**config.mk**
```make
export PLATFORM = sky130hd
export DESIGN_NAME = divtimer
export DESIGN_NICKNAME = d
export VERILOG_FILES = /design/src/rtl/divtimer.sv
export SDC_FILE = /design/constraint.sdc
export NUM_CORES = 1
export LEC_CHECK = 0
export ABC_AREA = 1
export ABC_CLOCK_PERIOD_IN_PS = 4800
export BUFFER_PORTS_ARGS = -buffer_cell sky130_fd_sc_hd__buf_2
export CAP_MARGIN = 20
export CORE_UTILIZATION = 35
export CTS_CLUSTER_DIAMETER = 150
export DETAILED_ROUTE_END_ITERATION = 10
export PLACE_DENSITY_LB_ADDON = 0.15
export SLEW_MARGIN = 20
export SYNTH_ARGS = -nofsm -noshare
export SYNTH_HDL_FRONTEND = slang
export SYNTH_SLANG_ARGS = --single-unit
```
**constraint.sdc**
```tcl
create_clock -name clk -period 4.8 [get_ports clk]
set_clock_uncertainty 0.05 [all_clocks]
set_input_delay 0.24 -clock clk [delete_from_list [all_inputs] [get_ports clk]]
set_output_delay 0.24 -clock clk [all_outputs]
set_load 0.01 [all_outputs]
```
**src/rtl/divtimer.sv**
```systemverilog
`timescale 1ns/1ps
module divtimer #(
  parameter int CNT_W  = 32,
  parameter int VEC_W  = 8,
  parameter int PEND_W = 4
) (
  input  logic             clk,
  input  logic             rst_n,
  input  logic             sw_en,
  input  logic             cfg_we,
  input  logic [3:0]       cfg_wdata,
  input  logic             init_we,
  input  logic [CNT_W-1:0] init_wdata,
  input  logic             ent_we,
  input  logic [VEC_W+2:0] ent_wdata,
  output logic [3:0]       cfg_rdata,
  output logic [VEC_W+2:0] ent_rdata,
  output logic [CNT_W-1:0] cur_count,
  output logic             irq_req,
  output logic [VEC_W-1:0] irq_vec
);
  localparam int MASK_B = VEC_W + 1;
  localparam int PER_B  = VEC_W + 2;
  localparam int ENT_W  = VEC_W + 3;
  localparam int PRE_W  = 8;

  logic [3:0]        cfg_q;
  logic [CNT_W-1:0]  init_q, cnt_q;
  logic [PRE_W-1:0]  pre_q, last_pre;
  logic [ENT_W-1:0]  ent_q, ent_d;
  logic [PEND_W-1:0] pend_q, pend_d;
  logic [2:0]        shift;
  logic              tick, expire;

  assign shift    = {cfg_q[3], cfg_q[1], cfg_q[0]} + 3'd1;
  assign last_pre = (PRE_W'(1) << shift) - PRE_W'(1);
  assign tick     = (cnt_q != '0) && (pre_q >= last_pre);
  assign expire   = tick && (cnt_q == CNT_W'(1));

  assign irq_req   = sw_en && !ent_q[MASK_B] && (pend_q != '0);
  assign irq_vec   = ent_q[VEC_W-1:0];
  assign ent_rdata = ent_q;
  assign cfg_rdata = cfg_q;
  assign cur_count = (init_q == '0) ? '0 : cnt_q;

  always_comb begin
    ent_d = ent_we ? ent_wdata : ent_q;
    if (!sw_en) ent_d[MASK_B] = 1'b1;
  end

  always_comb begin
    pend_d = pend_q;
    if (expire && pend_q != '1) pend_d = pend_d + PEND_W'(1);
    if (irq_req)                pend_d = pend_d - PEND_W'(1);
    if (!sw_en || init_we)      pend_d = '0;
  end

  always_ff @(posedge clk) begin
    if (!rst_n) begin
      cfg_q  <= '0;
      init_q <= '0;
      cnt_q  <= '0;
      pre_q  <= '0;
      ent_q  <= ENT_W'(1) << MASK_B;
      pend_q <= '0;
    end else begin
      ent_q  <= ent_d;
      pend_q <= pend_d;
      if (cfg_we) cfg_q <= cfg_wdata;
      if (init_we) begin
        init_q <= init_wdata;
        cnt_q  <= init_wdata;
        pre_q  <= '0;
      end else if (tick) begin
        pre_q <= '0;
        if (expire) cnt_q <= ent_q[PER_B] ? init_q : '0;
        else        cnt_q <= cnt_q - CNT_W'(1);
      end else if (cnt_q != '0) begin
        pre_q <= pre_q + PRE_W'(1);
      end
    end
  end
endmodule


```
==> results of run 1 <==
## cells in the mapped netlist (2+ instances only)
library cell and instances:
a21oi_1 51, a31oi_1 7, buf_1 3, buf_2 2, buf_4 9, buf_6 4
clkbuf_1 20, dfxtp_1 91, ha_1 17, inv_1 84, inv_2 16, nand2_1 173
nand2_2 12, nand2_4 6, nand2_8 2, nand3_1 50, nand4_1 8, nor2_1 124
nor2_2 12, nor2_4 5, nor2_8 4, nor3_1 12, nor4_1 8, o2111ai_1 3
o211ai_1 14, o21a_1 5, o21ai_0 49, o21ai_1 5, o21ai_2 3, o21bai_1 5
o221ai_1 2, xnor2_1 3, xor2_1 20
## final cells by class
type | instances | area, um2
Clock inverter | 7 | 75.1
Tap cell | 216 | 270
Multi-Input combinational cell | 610 | 3250
Fill cell | 1772 | 9310
Timing Repair Buffer | 110 | 556
Inverter | 102 | 384
Clock buffer | 9 | 225
Sequential cell | 91 | 1820
## cells by family (layout without fill, tap and decap cells)
logic type      after synthesis  after routing  share of synthesized area
flops                        91             91                      0.321
simple gates                422            422                      0.348
buf+inv                     141            228                      0.107
compound gates              148            148                      0.151
fa+ha+maj                    17             17                     0.0375
xor+xnor                     23             23                     0.0355
## placed cells by master, fill, tap and decap left out, types with 4 or more instances in the layout
cell / instances
a21oi_1: 51
a31oi_1: 7
buf_2: 108
clkbuf_16: 9
dfxtp_1: 91
ha_1: 17
inv_1: 84
inv_2: 16
nand2_1: 173
nand2_2: 12
nand2_4: 6
nand3_1: 50
nand4_1: 8
nor2_1: 123
nor2_2: 13
nor2_4: 5
nor2_8: 4
nor3_1: 12
nor4_1: 8
o211ai_1: 14
o21a_1: 5
o21ai_0: 49
o21ai_1: 5
o21bai_1: 5
xor2_1: 20
## worst register-to-register path: cells and delay by family, from the launching register on
kind | cells | cell delay, ns
adder cells (fa/ha/maj) | 2 | 0.68
buffers and inverters | 4 | 0.45
AND/OR/NAND/NOR | 7 | 1.24
flip-flops | 1 | 0.36
AO/OA/AOI/OAI | 7 | 0.98
## per-layer routing
layer  wire (um)  share of wire  up-vias
li1            -              -     2885
met1        8690           0.52     2444
met2        6870           0.41      120
met3         852          0.051       16
met4         262          0.016        0
met5           0              0        -
## registers in the layout (all words and copies together) (netlist names)
register / count
cnt_q: 32
init_q: 32
ent_rdata: 11
pre_q: 8
cfg_rdata: 4
pend_q: 4
## metrics by stage
step           area (um2)  power [mW]  utilization
2_1_floorplan        5680        1.16            -
4_1_cts              6580        2.03        0.414
3_5_place_dp         6280        1.29        0.395
6_report             6580        2.01        0.414
5_1_grt              6580        2.11        0.414
3_3_place_gp         6280        1.29        0.395
## power by group
group / switching, mW / internal [mW] / total, mW
clock network: 0.327 / 0.408 / 0.735
registers: 0.0456 / 0.799 / 0.844
logic: 0.275 / 0.154 / 0.429
total: 0.648 / 1.36 / 2.01
## path summary, 6_finish.rpt
check,start,endpoint,slack [ns],depth (start not counted)
worst max-delay path,cfg_rdata[1]$_SDFFE_PN0P_,cnt_q[15]$_SDFFE_PN0P_,0.94,20
worst min-delay path,ent_wdata[9],ent_rdata[9]$_SDFFE_PN1P_,0.05,3
worst max register to register,cfg_rdata[1]$_SDFFE_PN0P_,cnt_q[15]$_SDFFE_PN0P_,0.94,20
worst min register to register,ent_rdata[9]$_SDFFE_PN1P_,ent_rdata[9]$_SDFFE_PN1P_,0.44,2
==> results.sh, run 1 <==
export IMPL_hold_viol=0
export IMPL_numPortBuffers=108
export IMPL_start_util=0.357
export IMPL_postCtsSetupBuffers=0
export IMPL_vias=5465
export IMPL_insertion_delay_ns=0.35
export IMPL_crit_path_top_delay_cell="ha_1"
export IMPL_grt_util_met2=0.290
export IMPL_syn_nets=912
export IMPL_slew_violations=0
export IMPL_cts_resized=0
export IMPL_crit_required_ns=5.00
export IMPL_status="finished clean"
export IMPL_cts_tree="yes"
export IMPL_report_final_setup_viol=0
export IMPL_worst_path_buf_inv=4
export IMPL_crit_path_cell_trace="nand2_1 -> inv_1 -> ha_1 -> inv_1 -> o21ai_0 -> nand2_1 -> or2_2 -> a21oi_1 -> o21ai_0 -> ha_1 -> nand2_1 -> o21a_1 -> nand2_1 -> nand2_8 -> nand2_4 -> inv_2 -> o21ai_0 -> a21boi_0 -> o21bai_1 -> inv_1"
export IMPL_start_kind="register"
export IMPL_powerDensity_nw_per_um2=305
export IMPL_synth_edf_count=0
export IMPL_path_common_cell="nand2_1"
export IMPL_synth_top_cell_area_share=0.321
export IMPL_rsz0062_at_grt="no"
export IMPL_die_x_um=129
export IMPL_ctsHoldBuffers=0
export IMPL_grt_overflow_total=0
export IMPL_cpPeakStageDelay_ns=0.38
export IMPL_netlist_instances=842
export IMPL_diodes=0
export IMPL_clockBufferDepth=2
export IMPL_drc=0
export IMPL_rows=46
export IMPL_worst_pin_slew_ns=0.817
export IMPL_ys_seq_area_frac=0.321
export IMPL_layout_drive_gt1_share=0.209
export IMPL_avgSynthCellArea_um2=6.74
export IMPL_pre_cts_slack_ns=0.976
export IMPL_cts_buffers_inserted=9
export IMPL_synth_seq_cells=91
export IMPL_fin_hold_ws_ns=0.0481
export IMPL_routedWlPerCell_um=14.6
export IMPL_ir_drop_mv=0.167
export IMPL_clk_pin_slew_ns=0.07
export IMPL_fmax_mhz=259
export IMPL_yosysWarnings=0
export IMPL_cap_violations=0
export IMPL_gr_usage_met1=0.309
export IMPL_stdcell_count=1145
export IMPL_synth_area_um2=5680
export IMPL_die_h_um=129
export IMPL_grt_busiest_layer="met1"
export IMPL_area_delta_synth_final_pct=15.9
export IMPL_synthFlopType="dfxtp_1"
export IMPL_ys_async_sr_fraction=0
export IMPL_cts_htree_levels=3
export IMPL_drt_wl_total_mm=16.7
export IMPL_use_met3=0.0306
export IMPL_drtAntennaViolNets=0
export IMPL_viasPerCell=4.77
export IMPL_grt_pass1_wl_mm=26.1
export IMPL_cp_top_family="simple AND/OR/NAND/NOR gates"
export IMPL_timing_worst_setup_path_type="register to register"
export IMPL_dieArea_um2=16700
export IMPL_yosysTopAreaCell="dfxtp_1"
export IMPL_p_leak_nw=3.21
export IMPL_fp_coreArea_um2=15900
export IMPL_nets=994
export IMPL_hold_class="primary input to register"
export IMPL_cts_root_buf="clkbuf_16"
export IMPL_cp_arrival_ns=4.05
export IMPL_final_setup_tns_ns=0
export IMPL_cp_end_kind="register"
export IMPL_fin_ws_ns=0.942
export IMPL_placed_cells=1129
export IMPL_ys_top_cells_by_area="dfxtp_1 32%, nand2_1 11%, nor2_1 8.2%"
export IMPL_grt_max_degree=44
export IMPL_place_hpwl_mm=12.6
export IMPL_min_period_ns=3.86
export IMPL_routabilityCongestion=0.843
export IMPL_cts_sinks=91
export IMPL_grt_pass1_vias=4972
export IMPL_antenna_found_initial=0
export IMPL_drt_initial_drc_count=331
export IMPL_drtPass1Iterations=5
export IMPL_num_io_pins=109
export IMPL_slew_headroom=0.455
export IMPL_track_usage=0.204
export IMPL_post_route_period_util=0.804
export IMPL_synth_distinct_cells=46
export IMPL_critPathMaxFanout=41
(Power assumes the default switching activity.)
==> run 2, diff against run 1 <==
--- a/config.mk
+++ b/config.mk
@@ -6,7 +6,7 @@
 export NUM_CORES = 1
 export LEC_CHECK = 0
 export ABC_AREA = 1
-export ABC_CLOCK_PERIOD_IN_PS = 4800
+export ABC_CLOCK_PERIOD_IN_PS = 3700
 export BUFFER_PORTS_ARGS = -buffer_cell sky130_fd_sc_hd__buf_2
 export CAP_MARGIN = 20
 export CORE_UTILIZATION = 35
==> constraint.sdc (replaced) <==
create_clock -name clk -period 3.7 [get_ports clk]
set_clock_uncertainty 0.05 [all_clocks]
set_input_delay 0.185 -clock clk [delete_from_list [all_inputs] [get_ports clk]]
set_output_delay 0.185 -clock clk [all_outputs]
set_load 0.01 [all_outputs]
==> results.sh, run 2 (synthesis gave the netlist of run 1 again) <==
export IMPL_status="finished clean"
export IMPL_layout_drive_gt1_share=0.217
export IMPL_r2r_start="cfg_rdata[0]$_SDFFE_PN0P_"
export IMPL_report_final_setup_viol=0
export IMPL_cts_tree="yes"
export IMPL_final_util=0.420
export IMPL_post_route_period_util=0.906
export IMPL_insertion_delay_ns=0.35
export IMPL_critPathMaxFanout=22
export IMPL_viasPerCell=4.79
export IMPL_cts_sinks=91
export IMPL_vias=5532
export IMPL_cp_end_kind="register"
export IMPL_slew_headroom=0.468
export IMPL_power_mw=2.58
export IMPL_crit_path_top_delay_cell="dfxtp_1"
export IMPL_place_hpwl_mm=12.9
export IMPL_critPathLaunch="cfg_rdata[0]$_SDFFE_PN0P_"
export IMPL_fp_coreArea_um2=15900
export IMPL_placed_cells=1137
export IMPL_final_common_cell="nand2_1"
export IMPL_pre_cts_slack_ns=0.105
export IMPL_path_common_cell="nand2_1"
export IMPL_grt_overflow_total=0
export IMPL_antenna_found_initial=0
export IMPL_cp_top_family="simple AND/OR/NAND/NOR gates"
export IMPL_cts_root_buf="clkbuf_16"
export IMPL_nets=1004
export IMPL_diodes=0
export IMPL_min_period_ns=3.35
export IMPL_slew_violations=0
export IMPL_hold_viol=0
export IMPL_cp_arrival_ns=3.59
export IMPL_die_x_um=129
export IMPL_clockBufferDepth=2
export IMPL_final_setup_tns_ns=0
export IMPL_ir_drop_mv=0.236
export IMPL_grt_max_degree=41
export IMPL_die_h_um=129
export IMPL_drtAntennaViolNets=0
export IMPL_min_delay_start="ent_wdata[0]"
export IMPL_drt_wl_total_mm=17.0
export IMPL_drt_initial_drc_count=442
export IMPL_fmax_mhz=298
export IMPL_start_kind="register"
export IMPL_crit_path_cell_trace="nand2_1 -> inv_1 -> ha_4 -> inv_1 -> o21ai_1 -> nand2_1 -> or2_2 -> a21oi_1 -> o21ai_0 -> ha_1 -> nand2_1 -> o21a_1 -> nand2_2 -> nand2_8 -> nor2_8 -> nand2_4 -> o21ai_0 -> buf_4 -> a31oi_1 -> nor2_1"
export IMPL_cts_buffers_inserted=9
export IMPL_dieArea_um2=16700
export IMPL_worst_pin_slew_ns=0.792
export IMPL_num_io_pins=109
export IMPL_cpPeakStageDelay_ns=0.35
export IMPL_track_usage=0.207
export IMPL_area_delta_synth_final_pct=17.4
export IMPL_routabilityCongestion=0.829
export IMPL_routedWlPerCell_um=14.7
export IMPL_p_leak_nw=3.24
export IMPL_clk_pin_slew_ns=0.07
export IMPL_rsz0062_at_grt="no"
export IMPL_worst_path_buf_inv=3
export IMPL_cts_htree_levels=3
export IMPL_stdcell_count=1155
export IMPL_powerDensity_nw_per_um2=388
export IMPL_numPortBuffers=108
export IMPL_fin_ws_ns=0.347
export IMPL_timing_worst_setup_path_type="register to register"
export IMPL_drtPass1Iterations=4
export IMPL_grt_pass1_wl_mm=26.5
export IMPL_hold_class="primary input to register"
export IMPL_cap_violations=0
export IMPL_rows=46
export IMPL_crit_required_ns=3.94
export IMPL_start_util=0.357
export IMPL_final_cell_mix="172 x nand2_1, 123 x nor2_1, 108 x buf_2, 90 x dfxtp_1, 84 x inv_1"
export IMPL_grt_pass1_vias=4961
export IMPL_drc=0
==> run 2: area by class of cell <==
type / instances / area (um2)
multi-input combinational: 610 / 3260
clock inverter: 4 / 32.5
timing repair buffer: 120 / 636
clock buffer: 12 / 256
tap: 216 / 270
inverter: 102 / 384
fill: 1768 / 9220
sequential: 91 / 1820
==> run 2: worst paths after layout <==
path | end | cells past startpoint | slack (ns)
hold / removal | ent_rdata[0]$_SDFFE_PN0P_ | 3 | 0.009
setup / recovery | cnt_q[22]$_SDFFE_PN0P_ | 20 | 0.35
hold reg to reg | init_q[14]$_SDFFE_PN0P_ | 2 | 0.44
setup reg to reg | cnt_q[22]$_SDFFE_PN0P_ | 20 | 0.35
==> run 2: metal layers <==
layer	up-vias	wire, um	part of all wire	track usage
li1	2901	-	-	-
met1	2481	8830	0.52	0.320
met2	137	7030	0.41	0.291
met3	13	883	0.052	0.0289
met4	0	220	0.013	0.0630
met5	-	0	0	0
==> run 2: worst min-delay path: stages <==
cell and delay [ns]:
buf_2 0.07, nor2_1 0.03, nor2_1 0.08
==> run 2: repair_timing <==
action / in CTS / in global routing
endpoints found under the hold margin: 2 / 0
endpoints found under the setup margin: 0 / 32
resized for setup: 0 / 7
buffers inserted: 0 / 0
hold buffers: 2 / 0
==> run 2: through the flow <==
stage	hold slack [ns]	instance area, um2
floorplan	0.245	5680
finish	0.00860	6670
CTS	0.00102	6650
detailed placement	0.345	6340
global route	0.00608	6670
global placement	0.345	6340
==> run 2: power by group <==
group / internal (mW) / leakage (nW) / switching [mW]
combinational: 0.208 / 2.36 / 0.361
sequential: 1.04 / 0.750 / 0.0582
clock: 0.498 / 0.136 / 0.422
==> run 3, diff against run 2 <==
--- a/config.mk
+++ b/config.mk
@@ -13,6 +13,7 @@
 export CTS_CLUSTER_DIAMETER = 150
 export DETAILED_ROUTE_END_ITERATION = 10
 export PLACE_DENSITY_LB_ADDON = 0.15
+export REMOVE_ABC_BUFFERS = 1
 export SLEW_MARGIN = 20
 export SYNTH_ARGS = -nofsm -noshare
 export SYNTH_HDL_FRONTEND = slang
==> results.sh, run 3 (synthesis gave the netlist of run 1 again) <==
export IMPL_status="finished clean"
export IMPL_layout_drive_gt1_share=0.221
export IMPL_drt_wl_total_mm=16.6
export IMPL_fmax_mhz=298
export IMPL_diodes=0
export IMPL_cts_htree_levels=3
export IMPL_p_leak_nw=3.26
export IMPL_cts_tree="yes"
export IMPL_min_period_ns=3.36
export IMPL_fin_hold_ws_ns=0.00793
export IMPL_grt_util_met2=0.331
export IMPL_grt_pass1_wl_mm=26.5
export IMPL_cts_root_buf="clkbuf_16"
export IMPL_viasPerCell=4.78
export IMPL_grt_max_degree=42
export IMPL_post_route_period_util=0.907
export IMPL_area_delta_synth_final_pct=17.7
export IMPL_cts_buffers_inserted=9
export IMPL_powerDensity_nw_per_um2=386
export IMPL_slew_headroom=0.506
export IMPL_crit_required_ns=3.94
export IMPL_final_util=0.420
export IMPL_grt_pass1_vias=5096
export IMPL_final_common_cell="nand2_1"
export IMPL_die_x_um=129
export IMPL_clk_pin_slew_ns=0.07
export IMPL_insertion_delay_ns=0.35
export IMPL_postCtsSetupBuffers=0
export IMPL_routabilityCongestion=0.834
export IMPL_nets=1006
export IMPL_drc=0
export IMPL_grt_overflow_total=0
export IMPL_critPathMaxFanout=8
export IMPL_cap_violations=0
export IMPL_slew_violations=0
export IMPL_start_kind="register"
export IMPL_ir_drop_mv=0.214
export IMPL_clockBufferDepth=2
export IMPL_drtAntennaViolNets=0
export IMPL_cp_arrival_ns=3.59
export IMPL_drt_initial_drc_count=298
export IMPL_use_met3=0.0334
export IMPL_fp_coreArea_um2=15900
export IMPL_rsz0062_at_grt="no"
export IMPL_hold_viol=0
export IMPL_start_util=0.357
export IMPL_worst_pin_slew_ns=0.740
export IMPL_timing_worst_setup_path_type="register to register"
export IMPL_routedWlPerCell_um=14.4
export IMPL_final_setup_tns_ns=0
export IMPL_hold_class="primary input to register"
export IMPL_final_cell_mix="172 x nand2_1, 123 x nor2_1, 108 x buf_2, 89 x dfxtp_1, 84 x inv_1"
export IMPL_place_hpwl_mm=12.2
export IMPL_numPortBuffers=108
export IMPL_dieArea_um2=16700
export IMPL_die_h_um=129
export IMPL_power_mw=2.58
export IMPL_report_final_setup_viol=0
export IMPL_cts_sinks=91
export IMPL_num_io_pins=109
export IMPL_track_usage=0.207
export IMPL_antenna_found_initial=0
export IMPL_vias=5530
export IMPL_gr_usage_met1=0.289
export IMPL_grt_busiest_layer="met2"
export IMPL_cp_end_kind="register"
export IMPL_rows=46
export IMPL_drtPass1Iterations=4
[run 3: cell types whose count changed in the layout (fill, tap and decap cells not counted)]
cell	previous run	this run
o21ai_0	46	49
o21ai_1	8	5
buf_4	10	12
clkinv_4	0	2
clkbuf_1	1	0
clkbuf_8	2	1
clkinv_2	1	2
clkinvlp_4	2	1
dfxtp_1	90	89
dfxtp_2	1	2
[run 3: final cells by class]
| type | instances | area, um2 |
|---|---|---|
| clock buffer | 10 | 239 |
| multi-input combinational | 610 | 3260 |
| fill | 1775 | 9210 |
| timing repair buffer | 122 | 651 |
| inverter | 102 | 384 |
| tap | 216 | 270 |
| sequential | 91 | 1820 |
| clock inverter | 6 | 47.5 |
[run 3: path summary, 6_finish.rpt]
kind | from | to | slack [ns] | depth (start not counted)
hold / removal | ent_wdata[1] | ent_rdata[1]$_SDFFE_PN0P_ | 0.008 | 3
hold reg to reg | init_q[4]$_SDFFE_PN0P_ | init_q[4]$_SDFFE_PN0P_ | 0.44 | 2
setup / recovery | cfg_rdata[1]$_SDFFE_PN0P_ | pend_q[2]$_SDFF_PP0_ | 0.34 | 22
setup reg to reg | cfg_rdata[1]$_SDFFE_PN0P_ | pend_q[2]$_SDFF_PP0_ | 0.34 | 22
[run 3: worst max-delay path, stage by stage, from the launching register on]
cell and delay, ns:
dfxtp_2 0.35, nand2_1 0.08, inv_1 0.08, ha_4 0.30
inv_1 0.05, o21ai_0 0.13, nand2_1 0.07, or2_2 0.30
a21oi_1 0.12, o21ai_0 0.10, ha_1 0.30, nand2_1 0.07
o21a_1 0.19, nand2_2 0.13, nand2_8 0.11, nor2_4 0.13
nand3_1 0.11, nand2_1 0.10, ha_1 0.14, inv_1 0.04
nor2_1 0.12, o21ai_0 0.10, a21oi_1 0.12
[run 3: what timing repair did]
action                                 4_1_cts  5_1_grt
resized for setup                            0        5
hold buffers                                 2        0
endpoints found under the hold margin        2        0
setup endpoints to repair                    0       35
[run 3: per-layer routing]
| layer | wire, um | vias up |
|---|---|---|
| met5 | 0 | - |
| met1 | 8110 | 2507 |
| li1 | - | 2900 |
| met3 | 789 | 8 |
| met2 | 7630 | 115 |
| met4 | 127 | 0 |
[run 3: through the flow]
stage                     cell area [um2]  setup slack [ns]  cells
after floorplan                      5450             0.328    803
after global placement               6350             0.234   1139
after detailed placement             6350             0.168   1139
after CTS                            6660             0.143   1157
after global routing                 6680           0.00839   1157
final                                6680             0.343   1157
[run 3: power breakdown]
part,internal [mW],switching (mW)
Clock,0.481,0.440
Sequential,1.04,0.0595
Combinational,0.209,0.350
